[src/rtl/cpu_clk_pm_pkg.sv]
package cpu_clk_pm_pkg;

    typedef enum logic [1:0] {
        MODE_RUN  = 2'b00,
        MODE_IDLE = 2'b01,
        MODE_PDN  = 2'b10
    } pm_mode_e;

    typedef enum logic {
        SRC_BYP = 1'b0,
        SRC_PLL = 1'b1
    } clk_src_e;

endpackage

[src/rtl/cpu_clk_pm_src.sv]
module cpu_clk_pm_src
    import cpu_clk_pm_pkg::*;
(
    input  logic clk,
    input  logic rst_n,
    input  logic byp_req,
    input  logic pll_lock,
    output logic use_pll
);

    clk_src_e src_q, src_d;

    // state register
    always_ff @(posedge clk) begin
        if (!rst_n) src_q <= SRC_BYP;
        else        src_q <= src_d;
    end

    // transitions: select-PLL and fallback
    always_comb begin
        src_d = src_q;
        unique case (src_q)
            SRC_BYP: if (!byp_req && pll_lock) src_d = SRC_PLL;
            SRC_PLL: if (byp_req || !pll_lock) src_d = SRC_BYP;
            default: src_d = SRC_BYP;
        endcase
    end

    // outputs
    always_comb begin
        use_pll = (src_q == SRC_PLL);
    end


    pll_entry_locked_chk: assert property (@(posedge clk) disable iff (!rst_n)
        $rose(use_pll) |-> $past(pll_lock));


    pll_fallback_chk: assert property (@(posedge clk) disable iff (!rst_n)
        (use_pll && !pll_lock) |=> !use_pll);

endmodule

[src/rtl/cpu_clk_pm_div.sv]
module cpu_clk_pm_div #(
    parameter int DIV_W = 4
) (
    input  logic             clk,
    input  logic             rst_n,
    input  logic [DIV_W-1:0] div_val,
    output logic             tick
);

    logic [DIV_W-1:0] cnt_q;

    // The count restarts from div_val only at a boundary, so a new value
    // lets the current period finish first.
    always_ff @(posedge clk) begin
        if (!rst_n)            cnt_q <= '0;
        else if (cnt_q == '0)  cnt_q <= div_val;
        else                   cnt_q <= cnt_q - 1'b1;
    end

    always_comb begin
        tick = (cnt_q == '0);
    end

endmodule

[src/rtl/cpu_clk_pm_mode.sv]
module cpu_clk_pm_mode
    import cpu_clk_pm_pkg::*;
(
    input  logic       clk,
    input  logic       rst_n,
    input  logic       idle_stb,
    input  logic       pdn_stb,
    input  logic       nmi,
    input  logic       wake,
    output logic [1:0] mode_o,
    output logic       cpu_gate,
    output logic       per_gate
);

    pm_mode_e st_q, st_d;

    // state register
    always_ff @(posedge clk) begin
        if (!rst_n) st_q <= MODE_RUN;
        else        st_q <= st_d;
    end

    // transitions: power-down entry, idle entry, wake
    always_comb begin
        st_d = st_q;
        unique case (st_q)
            MODE_RUN: begin
                if (pdn_stb && !nmi) st_d = MODE_PDN;
                else if (idle_stb)   st_d = MODE_IDLE;
            end
            MODE_IDLE: if (wake) st_d = MODE_RUN;
            MODE_PDN:  if (wake) st_d = MODE_RUN;
            default:   st_d = MODE_RUN;
        endcase
    end

    // outputs
    always_comb begin
        mode_o   = st_q;
        cpu_gate = (st_q == MODE_RUN);
        per_gate = (st_q != MODE_PDN);
    end


    pdn_needs_nmi_low_chk: assert property (@(posedge clk) disable iff (!rst_n)
        (st_q != MODE_PDN && st_d == MODE_PDN) |-> !nmi);


    wake_from_low_power_chk: assert property (@(posedge clk) disable iff (!rst_n)
        (st_q != MODE_RUN && wake) |=> (mode_o == 2'b00));

endmodule

[src/rtl/cpu_clk_pm.sv]
module cpu_clk_pm #(
    parameter int DIV_W = 4
) (
    input  logic             clk,
    input  logic             rst_n,
    input  logic             byp_req,
    input  logic             pll_lock,
    input  logic [DIV_W-1:0] osc_div,
    input  logic [DIV_W-1:0] pll_div,
    input  logic             idle_stb,
    input  logic             pdn_stb,
    input  logic             nmi,
    input  logic             wake,
    output logic             cpu_en,
    output logic             per_en,
    output logic [1:0]       mode,
    output logic             src_pll
);

    logic             use_pll;
    logic             tick;
    logic             cpu_gate;
    logic             per_gate;
    logic [DIV_W-1:0] div_sel;

    cpu_clk_pm_src u_src (
        .clk      (clk),
        .rst_n    (rst_n),
        .byp_req  (byp_req),
        .pll_lock (pll_lock),
        .use_pll  (use_pll)
    );

    always_comb begin
        div_sel = use_pll ? pll_div : osc_div;
    end

    cpu_clk_pm_div #(.DIV_W(DIV_W)) u_div (
        .clk     (clk),
        .rst_n   (rst_n),
        .div_val (div_sel),
        .tick    (tick)
    );

    cpu_clk_pm_mode u_mode (
        .clk      (clk),
        .rst_n    (rst_n),
        .idle_stb (idle_stb),
        .pdn_stb  (pdn_stb),
        .nmi      (nmi),
        .wake     (wake),
        .mode_o   (mode),
        .cpu_gate (cpu_gate),
        .per_gate (per_gate)
    );

    always_comb begin
        cpu_en  = tick && cpu_gate;
        per_en  = tick && per_gate;
        src_pll = use_pll;
    end


    cpu_follows_per_chk: assert property (@(posedge clk) disable iff (!rst_n)
        cpu_en |-> per_en);


    pdn_silent_chk: assert property (@(posedge clk) disable iff (!rst_n)
        (mode == 2'b10) |-> (!per_en && !cpu_en));


    idle_cpu_off_chk: assert property (@(posedge clk) disable iff (!rst_n)
        (mode == 2'b01) |-> !cpu_en);

endmodule

[config.mk]
export PLATFORM = sky130hd
export DESIGN_NAME = cpu_clk_pm
export DESIGN_NICKNAME = d
export VERILOG_FILES = /design/src/rtl/cpu_clk_pm_pkg.sv /design/src/rtl/cpu_clk_pm_src.sv /design/src/rtl/cpu_clk_pm_div.sv /design/src/rtl/cpu_clk_pm_mode.sv /design/src/rtl/cpu_clk_pm.sv
export SDC_FILE = /design/constraint.sdc
export NUM_CORES = 1
export LEC_CHECK = 0
export BUFFER_PORTS_ARGS = -buffer_cell sky130_fd_sc_hd__buf_2
export CORE_AREA = 2 2 39 41
export DETAILED_ROUTE_END_ITERATION = 10
export DIE_AREA = 0 0 41 43
export GPL_TIMING_DRIVEN = 1
export SLEW_MARGIN = 10
export SYNTH_ARGS = -nofsm -noshare
export SYNTH_HDL_FRONTEND = slang
export SYNTH_SLANG_ARGS = --single-unit
export TNS_END_PERCENT = 30
[constraint.sdc]
create_clock -name clk -period 1.8 [get_ports clk]
set_clock_uncertainty 0.15 [all_clocks]
set_input_delay 0.45 -clock clk [delete_from_list [all_inputs] [get_ports clk]]
set_output_delay 0.45 -clock clk [all_outputs]
set_load 0.01 [all_outputs]
# ---- Yosys cells after proc, flatten, opt, wreduce, memory -nomap -nowiden
# Index checks and enable logic that the tools add are counted.
dict set report word_totals {
  input_bits 16
  reg_bits 7
  out_inout_bits 5
}
dict set report op_classes {
  n_eq_ne 5
  n_mux 9
  reduce_logical 12
  n_addsub 1
  bitwise 1
}
# operator count
set ops {}
lappend ops {{two-way mux 4 bit} 2}
lappend ops {{two-way mux 2 bit} 3}
lappend ops {{logical AND 1 bit} 4}
lappend ops {{logical NOT 4 bit} 1}
lappend ops {{one-hot mux 2 bit (2 select lines)} 1}
lappend ops {{subtractor 4 x 1 -> 4 bit (second input constant)} 1}
lappend ops {{logical NOT 1 bit} 3}
lappend ops {{!= test 3 x 2 -> 1 bit (second input constant)} 1}
lappend ops {{== test 2 x 1 -> 1 bit (second input constant)} 1}
lappend ops {{== test 2 bit (second input constant)} 1}
lappend ops {{logical NOT 2 bit} 1}
lappend ops {{two-way mux 1 bit} 2}
lappend ops {{!= test 2 x 1 -> 1 bit (second input constant)} 1}
lappend ops {{!= test 2 bit (second input constant)} 1}
lappend ops {{one-hot mux 1 bit (2 select lines)} 1}
lappend ops {{AND reduction 2 bit} 1}
lappend ops {{OR reduction 2 bit} 1}
lappend ops {{logical OR 1 bit} 1}
lappend ops {{NOT 1 bit} 1}

# ---- Logic depth before layout (Yosys ltp)
# Gate-level depths: netlist (run 1).
dict set report depth {
  word_depth 4
  ltp_mapped 5
  ltp_nobuf 5
}

# ---- Hierarchy
# From an unflattened synthesis (run 1), not the netlist that was laid out.
dict set report unflattened {
  cells_unflattened 48
  area_unflattened_um2 431.7
}
# module seq_area_each_um2 instances cells_each area_per_inst_um2
set by_module_without_submodules {}
lappend by_module_without_submodules {cpu_clk_pm_div 80.1 1 23 197.7}
lappend by_module_without_submodules {cpu_clk_pm_mode 40.0 1 17 147.6}
lappend by_module_without_submodules {cpu_clk_pm 0.0 1 6 57.6}
lappend by_module_without_submodules {cpu_clk_pm_src 20.0 1 2 28.8}

# ---- Worst setup path after synthesis (run 1)
# Ideal clock, no wire load.
dict set report synth_timing {
  path_type {flip-flop to output port}
  startpoint {reg u_div.cnt_q[0]}
  endpoint {out per_en}
  stages_incl_launch_ff 5
  required_time_ns 1.200
  arrival_time_ns 1.113
  path_slack_ns 0.087
  path_cell_list {dfxtp_1 > inv_1 > ha_1 > or3b_1 > nor2_1}
}
dict set report synth_between {
  elab_chain_cells 2
}
# item line
set synth_rtl {}
lappend synth_rtl {{start, declared} cpu_clk_pm_div.sv:10} ;# logic [DIV_W-1:0] cnt_q;
lappend synth_rtl {{start signal, assigned} cpu_clk_pm_div.sv:16} ;# else if (cnt_q == '0) cnt_q <= div_val;
lappend synth_rtl {{start signal, assigned} cpu_clk_pm_div.sv:17} ;# else cnt_q <= cnt_q - 1'b1;
lappend synth_rtl {{logical NOT 4 bit} cpu_clk_pm_div.sv:21} ;# tick = (cnt_q == '0);
lappend synth_rtl {{logical AND 1 bit} cpu_clk_pm.sv:59} ;# per_en = tick && per_gate;
lappend synth_rtl {{end, declared} cpu_clk_pm.sv:15} ;# output logic per_en,
# Every way passes these cells.

# ---- Worst setup path in the final report (run 1)
# Same ends and word-level chain as after synthesis.

==> flow_metrics.tcl, run 1 <==
set metrics [dict create \
    synth_top_area_share_pct 33.43 \
    synth_area_leader_cell "dfxtp_1" \
    r2r_cells 5 \
    path_clk_slew_ns 0.06 \
    ios 21 \
    cts-root-buf "clkbuf_4" \
    drt_pre_antenna_iters 4 \
    dr_wl_met3_um 66 \
    timing.rr.start "u_mode.mode_o[1]$_SDFFE_PN0P_" \
    start_kind "flop" \
    hp-class "in2reg" \
    cp_top_family "simple AND/OR/NAND/NOR gates" \
    grt_antenna_before_repair 0 \
    fin_nets 98 \
    die_area_sq_um 1763 \
    ir_drop_mv 0.6111 \
    powerDensity_nw_per_um2 1394 \
    clk_path_buf_depth 2 \
    ys_types 20 \
    syn_nets 69 \
    setup_viol 2 \
    hold_viol 0 \
    htreeDepth 1 \
    rsz0062_at_grt "true" \
    die_h_um 43 \
    syn_inst 50 \
    row_count 14 \
    cap_violations 0 \
    initial_core_util_pct 30.29 \
    area_growth_syn_to_layout_pct 47.16 \
    holdWs_ns 0.1990 \
    p_leak_nw 0.3136 \
    first_iter_violations 2 \
    slowest_delay_ns 0.38 \
    core_area_sq_um 1384 \
    yosys-top-cells-area "dfxtp_1 (33%), mux2i_1 (9.6%), ha_1 (9.0%)" \
    crit_chain "inv_2, ha_4, or3b_4, nor2_2, buf_2" \
    status "finished, violations left" \
    drc_errors 0 \
    met1_length_um 366 \
    io_buffers 20 \
    routed.top_layer "met3" \
    hpwl_um 696.8 \
    cts_tree "built" \
    ys_seq_area_share_pct 33.43 \
    synth_area_sq_um 419.2 \
    avgViaCountPerCell 4.362 \
    max_freq_ghz 0.5191 \
    final_cell_mix "buf_2 (20), nand2_1 (7), dfxtp_1 (5)" \
    die_x_um 41 \
    fillers 157 \
    route.met2.wl_um 469 \
    crit_cells 5 \
    violations "setup timing" \
    grt_pass1_vias 368 \
    fin_crit_sh_pct 107.0 \
    drv_slew 0 \
    worstPathRequired_ns 1.20 \
    clock_latency_ns 0.25 \
    cts_sinks 7 \
    grt_pass1_wl_mm 1.373 \
    path_buf_inv 2 \
    worst_pin_slew_ns 0.2476 \
    numCtsBuffers 3 \
    drive_gt1_share_pct 47.44 \
    final_common_cell "buf_2" \
    layout_min_cycle_time_ns 1.926 \
    grt_max_degree 8 \
    endpoint_kind "output pin" \
    yosysWarnings 0 \
    grt.total_usage_pct 11.76 \
    crit_start "u_div.cnt_q[0]$_SDFF_PN0_" \
    crit_arrival_ns 1.33 \
    slew_headroom_pct 83.47 \
    holdCritStartpoint "byp_req" \
    placed_cell_area_sq_um 554.3 \
    setup_slack_ns -0.1263 \
    final_antenna_net_count 0 \
    worstHoldPathCells 2 \
    ys_seq_elements 7 \
    syn_area_per_cell_sq_um 8.383 \
    critPathMaxFanout 3 \
    antenna_cells 0 \
    finalWeightedCongestion 0.6784 \
    fin_area_sq_um 616.8 \
    wl_um 902 \
    crit_type "reg2out" \
    vias 410 \
    slowest_stage "or3b_4" \
    wire_per_inst_um 9.596 \
    overflow 0 \
]
[metal layers]
layer,up-vias,global-route usage [%]
met2,14,19.69
met3,0,3.141
li1,222,-
met5,-,0
met4,0,8.000
met1,174,11.61
[Yosys cell counts]
| master | n |
|---|---|
| dfxtp_1 | 7 |
| nand2_1 | 7 |
| inv_1 | 6 |
| mux2i_1 | 4 |
| a21oi_1 | 3 |
| ha_1 | 3 |
| nor2_1 | 3 |
| and3_1 | 2 |
| nor2b_1 | 2 |
| o21ai_0 | 2 |
| or3b_1 | 2 |
| a21boi_0 | 1 |
| a21boi_1 | 1 |
| and2_1 | 1 |
| and3b_1 | 1 |
| mux2_2 | 1 |
| nand2b_1 | 1 |
| nor3_1 | 1 |
| nor3b_2 | 1 |
| xor2_1 | 1 |
[through the flow]
stage	setup slack (ns)	util [%]	cells	power [W]	setup TNS (ns)
after floorplan	0.08714	-	50	0.0004860	0
after detailed placement	0.06429	40.05	88	0.0006228	0
after global placement	0.07681	40.05	88	0.0006235	0
after global routing	-0.1984	44.57	94	0.0009393	-0.3000
after CTS	-0.1773	44.39	94	0.0008593	-0.2273
final	-0.1263	44.57	94	0.0008598	-0.1568
[cell families (layout without fill, tap and decap cells)]
logic type | count (synthesis) | after routing | synth area share [%]
XOR/XNOR | 1 | 1 | 2.090
multiplexers | 5 | 5 | 12.24
AO/OA/AOI/OAI | 7 | 7 | 9.553
flip-flops | 7 | 7 | 33.43
buffers and inverters | 6 | 34 | 5.373
AND/OR/NAND/NOR | 21 | 21 | 28.36
adder cells (fa/ha/maj) | 3 | 3 | 8.956
[final timing paths]
kind | endpoint | slack (ns)
max reg2reg | u_mode.mode_o[1]$_SDFFE_PN0P_ | 0.22
min | u_src.use_pll$_SDFF_PN0_ | 0.20
min reg2reg | u_mode.mode_o[1]$_SDFFE_PN0P_ | 0.39
max | per_en | -0.13
[report_power, final]
group / switching, W / leakage [nW] / internal, W
combinational: 0.000199 / 0.238 / 0.000264
sequential: 0.0000486 / 0.0584 / 0.000207
clock: 0.0000599 / 0.0177 / 0.0000812
[state kept, by name, indices dropped and copies added (netlist names)]
| signal | count |
|---|---|
| u_div.cnt_q | 4 |
| u_mode.mode_o | 2 |
| u_src.use_pll | 1 |
[repair_timing]
item                                   4_1_cts  5_1_grt
gates resized for setup                      7        1
setup endpoints to repair                    2        2
endpoints found under the hold margin        0        0
pin swaps                                    2        2
hold buffers                                 0        0
buffers inserted                             2        0
[layout make-up]
cell class / count / area (sq um) / share of cell area [%]
clock buffer: 3 / 22.52 / 3.651
clock inverter: 1 / 5.005 / 0.8114
inverter: 6 / 22.52 / 3.651
multi-input combinational: 37 / 274.0 / 44.42
sequential: 7 / 142.6 / 23.12
tap: 16 / 20.02 / 3.245
timing repair buffer: 24 / 130.1 / 21.10
No activity file was read; power rests on OpenSTA's default activity.
==> inputs of run 2 (changes only) <==
clock period = 2.4 ns   (was 1.8 ns; I/O delays follow)
==> flow_metrics.tcl, run 2 (synthesized netlist as in run 1, its figures left out) <==
set metrics [dict create \
    dp_cells 86 \
    drc_errors 0 \
    htreeDepth 1 \
    slowest_stage "or3b_1" \
    cp_top_family "simple AND/OR/NAND/NOR gates" \
    first_iter_violations 2 \
    setup_viol 0 \
    slowest_delay_ns 0.42 \
    crit_type "reg2out" \
    holdBufCountCts 0 \
    combPwrFrac_pct 46.1 \
    fillers 147 \
    worst_pin_slew_ns 0.2771 \
    stdcell_count 90 \
    wl_um 902 \
    hp-class "in2reg" \
    die_h_um 43 \
    cts_resized 0 \
    grt_antenna_before_repair 0 \
    grt_max_degree 8 \
    crit_arrival_ns 1.51 \
    clock_power_share_pct 19.5 \
    hold_viol 0 \
    finalSetupTns_ns 0 \
    final_common_cell "buf_2" \
    cap_violations 0 \
    overflow 0 \
    p_sw_share_pct 37.14 \
    max_freq_ghz 0.4416 \
    final_antenna_net_count 0 \
    rsz0062_at_grt "false" \
    final_cell_mix "buf_2 (20), nand2_1 (7), dfxtp_1 (7)" \
    p_sw_w 0.0002007 \
    wire_per_inst_um 10.02 \
    fin_nets 94 \
    fin_area_sq_um 565.5 \
    top_usage_layer "met2" \
    fin_crit_sh_pct 94.36 \
    use_met2_pct 20.94 \
    endpoint_kind "output pin" \
    grt_util_met3_pct 3.141 \
    worstPathRequired_ns 1.65 \
    row_count 14 \
    numCtsBuffers 3 \
    avgViaCountPerCell 4.589 \
    grt_pass1_wl_mm 1.462 \
    largest_reg_flops 4 \
    hpwl_um 760 \
    clock_latency_ns 0.25 \
    path_buf_inv 2 \
    gr-usage-met1_pct 12.01 \
    die_x_um 41 \
    placed_cell_area_sq_um 539.3 \
    p_int_w 0.0003396 \
    vias 413 \
    initial_core_util_pct 30.29 \
    utilization_pct 40.87 \
    cts_sinks 7 \
    cts_tree "built" \
    layout_min_cycle_time_ns 2.265 \
    core_area_sq_um 1384 \
    io_buffers 20 \
    cts_setup_buffers 0 \
    powerDensity_nw_per_um2 955.3 \
    area_growth_syn_to_layout_pct 34.93 \
    ios 21 \
    p_leak_nw 0.2911 \
    largest-register "u_div.cnt_q" \
    antenna_cells 0 \
    drive_gt1_share_pct 33.78 \
    clk_path_buf_depth 2 \
    cts-root-buf "clkbuf_4" \
    grt_pass1_vias 410 \
    slew_headroom_pct 81.44 \
    crit_chain "inv_1, ha_1, or3b_1, nor2_1, buf_2" \
    grt.total_usage_pct 12.29 \
    drt_pre_antenna_iters 2 \
    finalWeightedCongestion 0.6420 \
    ir_drop_mv 0.2892 \
    p_seq_share_pct 34.4 \
    drv_slew 0 \
    critPathMaxFanout 5 \
    die_area_sq_um 1763 \
    start_kind "flop" \
    status "complete, no violations" \
    path_clk_slew_ns 0.05 \
]
[run 2: final cells by class]
type	instances	area [sq um]	share of cell area (%)
well taps	16	20.02	3.540
repair buffers	20	100.1	17.70
inverters	6	22.52	3.982
flip-flops and latches	7	140.1	24.78
clock buffers	4	26.28	4.646
multi-input cells	37	256.5	45.35
[run 2: metrics by stage]
step | hold WS (ns) | power, W | setup WS (ns)
global placement | 0.3693 | 0.0004352 | 0.4506
global route | 0.3609 | 0.0005865 | 0.05480
CTS | 0.3499 | 0.0005501 | 0.1118
finish | 0.3579 | 0.0005403 | 0.1353
floorplan | 0.3480 | 0.0003645 | 0.5371
detailed placement | 0.3633 | 0.0004426 | 0.4040
[run 2: final timing paths]
kind | startpoint | end | slack [ns] | depth (start not counted)
worst max register to register | u_mode.mode_o[1]$_SDFFE_PN0P_ | u_mode.mode_o[1]$_SDFFE_PN0P_ | 0.84 | 5
worst min-delay path | byp_req | u_src.use_pll$_SDFF_PN0_ | 0.36 | 2
worst min register to register | u_mode.mode_o[1]$_SDFFE_PN0P_ | u_mode.mode_o[1]$_SDFFE_PN0P_ | 0.37 | 2
worst max-delay path | u_div.cnt_q[0]$_SDFF_PN0_ | per_en | 0.14 | 5
[run 2: power by group through the flow]
stage                     sequential, W  combinational, W  clock, W
final                          0.000186          0.000249  0.000105
after global routing           0.000191          0.000284  0.000112
after CTS                      0.000187          0.000254  0.000109
after detailed placement       0.000189          0.000253         0
after global placement         0.000186          0.000250         0
after floorplan                0.000183          0.000182         0
[run 2: routing by layer]
layer | share of wire, % | wire [um]
met1 | 40 | 359
met2 | 53 | 480
met3 | 6.9 | 62
met4 | 0 | 0
met5 | 0 | 0
[run 2: worst register-to-register path: stages (launching register included)]
cell and delay, ns:
dfxtp_1 0.37, inv_1 0.06, ha_1 0.25, nor2b_1 0.16
or3b_1 0.38, a21boi_1 0.13
==> inputs of run 3 (changes only) <==
CORE_AREA = 5 5 42 44   (was 2 2 39 41)
DIE_AREA = 0 0 47 49   (was 0 0 41 43)
==> flow_metrics.tcl, run 3 (synthesized netlist as in run 1, its figures left out) <==
set metrics [dict create \
    final_antenna_net_count 0 \
    overflow 0 \
    largest_reg_flops 4 \
    die_x_um 47 \
    drt_pre_antenna_iters 1 \
    wl_um 942 \
    cts_sinks 7 \
    finalWeightedCongestion 0.6664 \
    clk_path_buf_depth 2 \
    io_buffers 20 \
    crit_type "reg2out" \
    ios 21 \
    cts_tree "built" \
    layout_min_cycle_time_ns 2.252 \
    grt_util_met3_pct 5.166 \
    worst_pin_slew_ns 0.2930 \
    crit_start "u_div.cnt_q[0]$_SDFF_PN0_" \
    cts_setup_buffers 0 \
    r2r_cells 5 \
    grt_antenna_before_repair 0 \
    grt_max_degree 8 \
    cap_violations 0 \
    die_area_sq_um 2303 \
    start_kind "flop" \
    finalSetupTns_ns 0 \
    first_iter_violations 0 \
    use_met2_pct 14.25 \
    critPathMaxFanout 5 \
    grt.total_usage_pct 10.35 \
    holdWs_ns 0.3491 \
    drv_slew 0 \
    reg2reg_slack_ns 0.82 \
    wire_per_inst_um 10.47 \
    row_count 14 \
    powerDensity_nw_per_um2 956.6 \
    largest-register "u_div.cnt_q" \
    gr-usage-met1_pct 12.75 \
    utilization_pct 40.36 \
    avgViaCountPerCell 4.433 \
    max_freq_ghz 0.4441 \
    hpwl_um 800.4 \
    hold_viol 0 \
    rsz0062_at_grt "false" \
    holdBufCountCts 0 \
    path_clk_slew_ns 0.05 \
    slew_headroom_pct 80.38 \
    worstPathRequired_ns 1.65 \
    die_h_um 49 \
    fin_nets 94 \
    status "complete, no violations" \
    area_growth_syn_to_layout_pct 34.93 \
    initial_core_util_pct 29.91 \
    cts-root-buf "clkbuf_4" \
    p_leak_nw 0.2911 \
    endpoint_kind "output pin" \
    ir_drop_mv 0.3146 \
    grt_pass1_vias 428 \
    r2r-end "u_mode.mode_o[1]$_SDFFE_PN0P_" \
    timing.rr.start "u_mode.mode_o[1]$_SDFFE_PN0P_" \
    core_area_sq_um 1401 \
    antenna_cells 0 \
    final_common_cell "buf_2" \
    crit_arrival_ns 1.50 \
    drc_errors 0 \
    setup_viol 0 \
    cts_resized 0 \
    top_usage_layer "met2" \
    fin_crit_sh_pct 93.81 \
    numCtsBuffers 3 \
    hp-class "in2reg" \
    grt_pass1_wl_mm 1.704 \
    vias 399 \
    final_cell_mix "buf_2 (20), nand2_1 (7), dfxtp_1 (7)" \
    fillers 164 \
    drive_gt1_share_pct 33.78 \
    crit_path_end "per_en" \
    htreeDepth 1 \
    clock_latency_ns 0.25 \
]
## run 3: cell counts in the layout (fill, tap and decap cells not counted)
Identical to the previous run, type by type.
## run 3: worst max-delay path, stage by stage, from the launching register on
cell	delay, ns
dfxtp_1	0.32
inv_1	0.06
ha_1	0.23
or3b_1	0.42
nor2_1	0.10
buf_2	0.13
## run 3: final cells by class
cell class	instances	area, sq um	area share, %
inverter	6	22.52	3.982
tap	16	20.02	3.540
sequential	7	140.1	24.78
clock buffer	4	26.28	4.646
timing repair buffer	20	100.1	17.70
multi-input combinational	37	256.5	45.35
## run 3: where the power goes
part	switching, W	internal, W
Sequential	0.0000348	0.000152
Clock	0.0000410	0.0000633
Combinational	0.000126	0.000124
## run 3: through the flow
stage | power (W) | instances | worst slack [ns] | area [sq um]
3_3_place_gp | 0.0004382 | 86 | 0.4432 | 539.3
5_1_grt | 0.0006063 | 90 | 0.02699 | 565.5
3_5_place_dp | 0.0004408 | 86 | 0.4212 | 539.3
2_1_floorplan | 0.0003645 | 50 | 0.5371 | 419.2
4_1_cts | 0.0005514 | 90 | 0.1396 | 565.5
6_report | 0.0005410 | 90 | 0.1485 | 565.5
## run 3: worst min-delay path by stage
| stage | startpoint | cells after the start | slack [ns] | endpoint |
|---|---|---|---|---|
| global placement | u_div.cnt_q[0]$_SDFF_PN0_ | 2 | 0.37 | u_div.cnt_q[0]$_SDFF_PN0_ |
| finish | byp_req | 2 | 0.35 | u_src.use_pll$_SDFF_PN0_ |
| detailed placement | u_div.cnt_q[0]$_SDFF_PN0_ | 2 | 0.38 | u_div.cnt_q[0]$_SDFF_PN0_ |
| floorplan | u_div.cnt_q[0]$_SDFF_PN0_ | 2 | 0.35 | u_div.cnt_q[0]$_SDFF_PN0_ |
| CTS | byp_req | 2 | 0.34 | u_src.use_pll$_SDFF_PN0_ |
| global route | byp_req | 2 | 0.35 | u_src.use_pll$_SDFF_PN0_ |
## run 3: routing by layer
layer	vias to the layer above	part of all wire (%)
met2	16	45
met1	168	44
met5	-	0
li1	215	-
met4	0	0
met3	0	10
